**src/rtl/tspec_pkg.sv**
```systemverilog
package tspec_pkg;
  parameter int unsigned DEF_WIDTH = 16;
  parameter logic [63:0] DEF_MASK  = 64'h0000_0000_0000_3C3C;

  typedef enum logic {
    MODE_RUN     = 1'b0,
    MODE_RECOVER = 1'b1
  } stage_mode_e;
endpackage

```
**src/rtl/tspec_prot_bit.sv**
```systemverilog
module tspec_prot_bit (
  input  logic clk_i,
  input  logic rst_ni,
  input  logic d_i,
  input  logic meta_i,
  input  logic restore_i,
  output logic q_o,
  output logic err_o,
  output logic err_next_o
);
  logic main_q, shadow_q, err_q;

  // rising edge: speculative capture, or repair from shadow
  always_ff @(posedge clk_i or negedge rst_ni) begin
    if (!rst_ni)        main_q <= 1'b0;
    else if (restore_i) main_q <= shadow_q;
    else                main_q <= d_i;
  end

  // shadow sees d_i at the falling edge; the value it takes then is d_i
  assign err_next_o = !restore_i && ((main_q ^ d_i) || meta_i);

  always_ff @(negedge clk_i or negedge rst_ni) begin
    if (!rst_ni) begin
      shadow_q <= 1'b0;
      err_q    <= 1'b0;
    end else begin
      if (!restore_i) shadow_q <= d_i;
      err_q <= err_next_o;
    end
  end

  assign q_o   = main_q;
  assign err_o = err_q;
endmodule

```
**src/rtl/tspec_plain_bit.sv**
```systemverilog
module tspec_plain_bit (
  input  logic clk_i,
  input  logic rst_ni,
  input  logic d_i,
  input  logic restore_i,
  output logic q_o
);
  always_ff @(posedge clk_i or negedge rst_ni) begin
    if (!rst_ni)         q_o <= 1'b0;
    else if (!restore_i) q_o <= d_i;
  end
endmodule

```
**src/rtl/tspec_restore_ctl.sv**
```systemverilog
module tspec_restore_ctl #(
  parameter int unsigned W = 16
) (
  input  logic         clk_i,
  input  logic         rst_ni,
  input  logic [W-1:0] err_next_i,
  output logic         restore_o
);
  import tspec_pkg::*;

  stage_mode_e mode_q;

  // armed only in RUN; err_next is forced low while recovering
  always_ff @(negedge clk_i or negedge rst_ni) begin
    if (!rst_ni)          mode_q <= MODE_RUN;
    else if (|err_next_i) mode_q <= MODE_RECOVER;
    else                  mode_q <= MODE_RUN;
  end

  assign restore_o = (mode_q == MODE_RECOVER);
endmodule

```
**src/rtl/tspec_stage_reg.sv**
```systemverilog
module tspec_stage_reg #(
  parameter int unsigned    W         = tspec_pkg::DEF_WIDTH,
  parameter logic [W-1:0]   PROT_MASK = W'(tspec_pkg::DEF_MASK)
) (
  input  logic         clk_i,
  input  logic         rst_ni,
  input  logic [W-1:0] d_i,
  input  logic [W-1:0] meta_i,
  output logic [W-1:0] q_o,
  output logic [W-1:0] err_bits_o,
  output logic         restore_o
);
  logic [W-1:0] err_next;

  for (genvar i = 0; i < W; i++) begin : g_bit
    if (PROT_MASK[i]) begin : g_prot
      tspec_prot_bit u_bit (
        .clk_i      (clk_i),
        .rst_ni     (rst_ni),
        .d_i        (d_i[i]),
        .meta_i     (meta_i[i]),
        .restore_i  (restore_o),
        .q_o        (q_o[i]),
        .err_o      (err_bits_o[i]),
        .err_next_o (err_next[i])
      );
    end else begin : g_plain
      tspec_plain_bit u_bit (
        .clk_i     (clk_i),
        .rst_ni    (rst_ni),
        .d_i       (d_i[i]),
        .restore_i (restore_o),
        .q_o       (q_o[i])
      );
      assign err_bits_o[i] = 1'b0;
      assign err_next[i]   = 1'b0;
    end
  end

  tspec_restore_ctl #(.W(W)) u_ctl (
    .clk_i      (clk_i),
    .rst_ni     (rst_ni),
    .err_next_i (err_next),
    .restore_o  (restore_o)
  );
endmodule

```
**config.mk**
```make
export PLATFORM = sky130hd
export DESIGN_NAME = tspec_stage_reg
export DESIGN_NICKNAME = d
export VERILOG_FILES = /design/src/rtl/tspec_pkg.sv /design/src/rtl/tspec_prot_bit.sv /design/src/rtl/tspec_plain_bit.sv /design/src/rtl/tspec_restore_ctl.sv /design/src/rtl/tspec_stage_reg.sv
export SDC_FILE = /design/constraint.sdc
export NUM_CORES = 1
export LEC_CHECK = 0
export BUFFER_PORTS_ARGS = -buffer_cell sky130_fd_sc_hd__buf_2
export CORE_MARGIN = 10
export CORE_UTILIZATION = 49
export DETAILED_ROUTE_END_ITERATION = 7
export PLACE_DENSITY_LB_ADDON = 0.1
export SYNTH_ARGS = -nofsm -noshare
export SYNTH_HDL_FRONTEND = slang
export SYNTH_SLANG_ARGS = --single-unit
```
**constraint.sdc**
```tcl
create_clock -name clk_i -period 1.9 [get_ports clk_i]
set_input_delay 0.095 -clock clk_i [delete_from_list [all_inputs] [get_ports clk_i]]
set_output_delay 0.095 -clock clk_i [all_outputs]
set_load 0.01 [all_outputs]
```
* Word-level counts from Yosys, hierarchy flattened *
Cells that the tools add are included.

storage, ports and cells
  register bits = 33
  input port bits = 34
  output and inout port bits = 33
  logic and storage cells = 68

cells by class
  mux-type cells = 9
  bitwise logic cells = 8
  reduce and logical (&&, ||, !) cells = 18

operator list
  kind                 number
  $mux W1              9
  $logic_and A1 B1 Y1  8
  $logic_or A1 B1 Y1   8
  $reduce_or A8 Y1     1
  $xor A1 B1 Y1        8
  $logic_not A1 Y1     1

* Longest topological paths before layout *
  depth after elaboration = 5
  depth in mapped cells = 5
  depth with buffers taken out = 3

* Cells and area by module *
A second synthesis with hierarchy kept.

unflattened totals
  cells, all modules = 87
  area, all modules = 1271.2 um^2

by module, submodules not included
  module             times used  cells each  area each (um^2)  sequential area each (um^2)
  tspec_prot_bit     8           7           103.8             75.1
  tspec_plain_bit    8           2           40.0              25.0
  tspec_stage_reg    1           9           63.8              0.0
  tspec_restore_ctl  1           6           56.3              25.0

==> summary.md <==
| Metric | Value |
|---|---|
| Outcome | complete, but fails checks |
| Failing checks | setup timing |
| Area Growth Syn to Fin | 27.53% |
| Yosys top cell by area | dfrtn_1 |
| Crit path DAT | between 1 and 1.5 ns |
| PD cells | between 700 and 800 mW/mm² |
| Flop2flop setup slack | -0.21 ns |
| Die W | approximately 75 µm |
| Worst hold path class | input port to register |
| Die footprint | 0.005560 mm² |
| Synth Area in Simple Gates | 0.04545 |
| Final WS setup | -0.2114 ns |
| Clock Tree Buf Depth | 2 |
| Cells after DPL | between 150 and 200 |
| Synth unique cells | 12 |
| HPWL Detailed | roughly 2200 µm |
| VDD IR-drop max | approximately 0.00049 V |
| Critical Path Fanout Max | 2 |
| Largest net degree at the start of global routing | 20 |
| Final WL | 3156 µm |
| Hold Vio Cnt, Final | 0 |
| HP Start | d_i[5] |
| Slowest cell on the critical path | dfrtp_1 |
| Number of diodes | 0 |
| Commonest non-fill, non-tap cell in the layout | buf_2 |
| Drt wl/cell | 16.27 µm |
| Critical path buffers and inverters | 0 |
| Clock slew at reported path FFs | about 0.1 ns |
| Synth Area in Adders | 0 |
| CP max stage delay | about 0.40 ns |
| Share of cells above drive strength 1 | 0.5153 |
| Yosys top cell area share | 0.2916 |
| Multiplexer share of the synthesized area | 0.1235 |
| Post-Synthesis Cells | approximately 120 |
| Nets | between 150 and 200 |
| Critical path type | register to register |
| First-pass GRT wire length | around 4900 µm |
| Total GRT Usage | 0.1188 |
| CP Capture Type | register |
| Fin. max-slew vios | 0 |
| Crit-path leading delay family | flip-flops |
| Crit start category | register |
| Rows | 19 |
| #FFs+latches synth | 33 |
| Routed Antenna Nets | 0 |
| Syn_area_per_cell | around 13 µm² |
| Initial Util | 0.5201 |
| Vias | 913 |
| Finish-stage setup viols | 18 |
| Crit path launch | g_bit[5].g_prot.u_bit.q_o |
| Drt first-iter violations | 33 |
| Skew-Pair Late Insertion Delay | around 0.33 ns |
| H-tree Lvls | 2 |
| CTS Sinks | 33 |
| Final Hold Slack | approximately 0.026 ns |
| GRT overflow | 0 |
| Main combinational cell family by area after synthesis | buffers and inverters |
| I/O Pins | 67 |
| Synthesized cell area | between 0.001 and 0.0015 mm² |
| Core area | approximately 0.0028 mm² |
| DRT Pass-1 Iters | 2 |
| Synth top area cells | dfrtn_1 (29%), dfrtp_1 (27%), buf_4 (16%) |
| Initial antenna violation count | 0 |
| GPL Wtd Cong | about 0.69 |
| CTS Root Cell | clkbuf_4 |
| Port bufs | 50 |
| R2r startpoint | g_bit[5].g_prot.u_bit.q_o |
| Vias per inst | 4.706 |
| Clock skew | 0.01633 ns |
| Commonest non-fill, non-tap cells in the layout | buf_2 (47), dfrtn_1 (17), nor2_1 (16), mux2_4 (16), dfrtp_1 (16) |
| Max Cap Viol | 0 |
| RSZ-0062 raised after global routing | yes |
| Final non-filler cell total | between 150 and 200 |
| Die H | 74.57 µm |
| Total CTS buffers | 5 |
| Compound-cell area share of the yosys netlist | 0.02401 |
| Synth warn | 0 |
| Drt drc | 0 |
| Critical Path RT | ~1.1 ns |
| Vias in the first global route | 1,019 |
| Worst path cell trace | xor2_1, o41ai_2, nand4_1 |
| XOR/XNOR Fraction of Synth Area | 0.04803 |
| LEAKAGE | 0.9632 nW |
| CTS tree | done |
| Register area share after synthesis | 0.5660 |
[cells by family (layout without fill, tap and decap cells)]
family / count (synthesis) / count (layout)
buffers and inverters: 36 / 77
DFF: 33 / 33
and+or+nand+nor: 17 / 17
muxes: 16 / 16
xor gates and xnor gates: 8 / 8
AOI/OAI and AO/OA: 4 / 4
other: 1 / 8
[what timing repair did]
| action | 4_1_cts | 5_1_grt |
|---|---|---|
| hold buffers | 9 | 0 |
| endpoints found under the hold margin | 24 | 0 |
| buffers inserted | 4 | 2 |
| pin swaps | 0 | 1 |
| setup endpoints to repair | 23 | 25 |
| resized for setup | 12 | 3 |
| gates cloned | 1 | 0 |
[power breakdown]
part | switching (mW) | leakage (nW) | internal, mW
combinational | 0.0898 | 0.564 | 0.0903
clock | 0.217 | 0.0265 | 0.147
sequential | 0.0162 | 0.372 | 0.742
total | 0.323 | 0.963 | 0.980
[area by class of cell]
class	instances	area, µm²
repair buffers	68	471.7
clock buffers	8	48.80
multi-input cells	53	471.7
well taps	31	38.79
flip-flops and latches	33	825.8
fillers	239	944.7
inverters	1	3.754
[routing by layer]
metal,vias to the layer above,GRT usage,wire length [µm]
li1,433,-,-
met1,439,0.1151,1147
met2,37,0.2104,1665
met3,4,0.06250,307
met4,0,0.04412,35
met5,-,0,0
[flip-flops by register name (all words and copies together) (netlist names)]
signal	count
g_bit.g_plain.u_bit.q_o	8
g_bit.g_prot.u_bit.err_o	8
g_bit.g_prot.u_bit.q_o	8
g_bit.g_prot.u_bit.shadow_q	8
u_ctl.restore_o	1
[cells in the mapped netlist (all sizes together)]
cell / instances
conb: 1
inv: 1
o41ai: 4
nor2: 16
dfrtn: 17
dfrtp: 16
xor2: 8
nand4: 1
mux2: 16
buf: 35
[final timing paths]
kind	to	depth (start not counted)
max in group asynchronous	g_bit[10].g_prot.u_bit.err_o	3
max	u_ctl.restore_o	3
min	g_bit[5].g_prot.u_bit.q_o	2
max reg2reg	u_ctl.restore_o	3
min in group asynchronous	g_bit[1].g_plain.u_bit.q_o	2
min reg2reg	g_bit[4].g_prot.u_bit.shadow_q	1
[through the flow]
stage | utilization | cell area (µm²) | power, mW | setup slack, ns | setup TNS (ns)
after floorplan | - | 1530 | 0.8901 | -0.2171 | -2.902
after global placement | 0.5665 | 1589 | 0.9220 | -0.2680 | -2.137
after detailed placement | 0.5665 | 1589 | 0.9273 | -0.2756 | -2.285
after CTS | 0.6601 | 1852 | 1.315 | -0.2622 | -3.100
after global routing | 0.6632 | 1861 | 1.378 | -0.3410 | -3.511
final | 0.6632 | 1861 | 1.303 | -0.2114 | -2.859
Note: power is estimated with default switching activity, not from simulation.
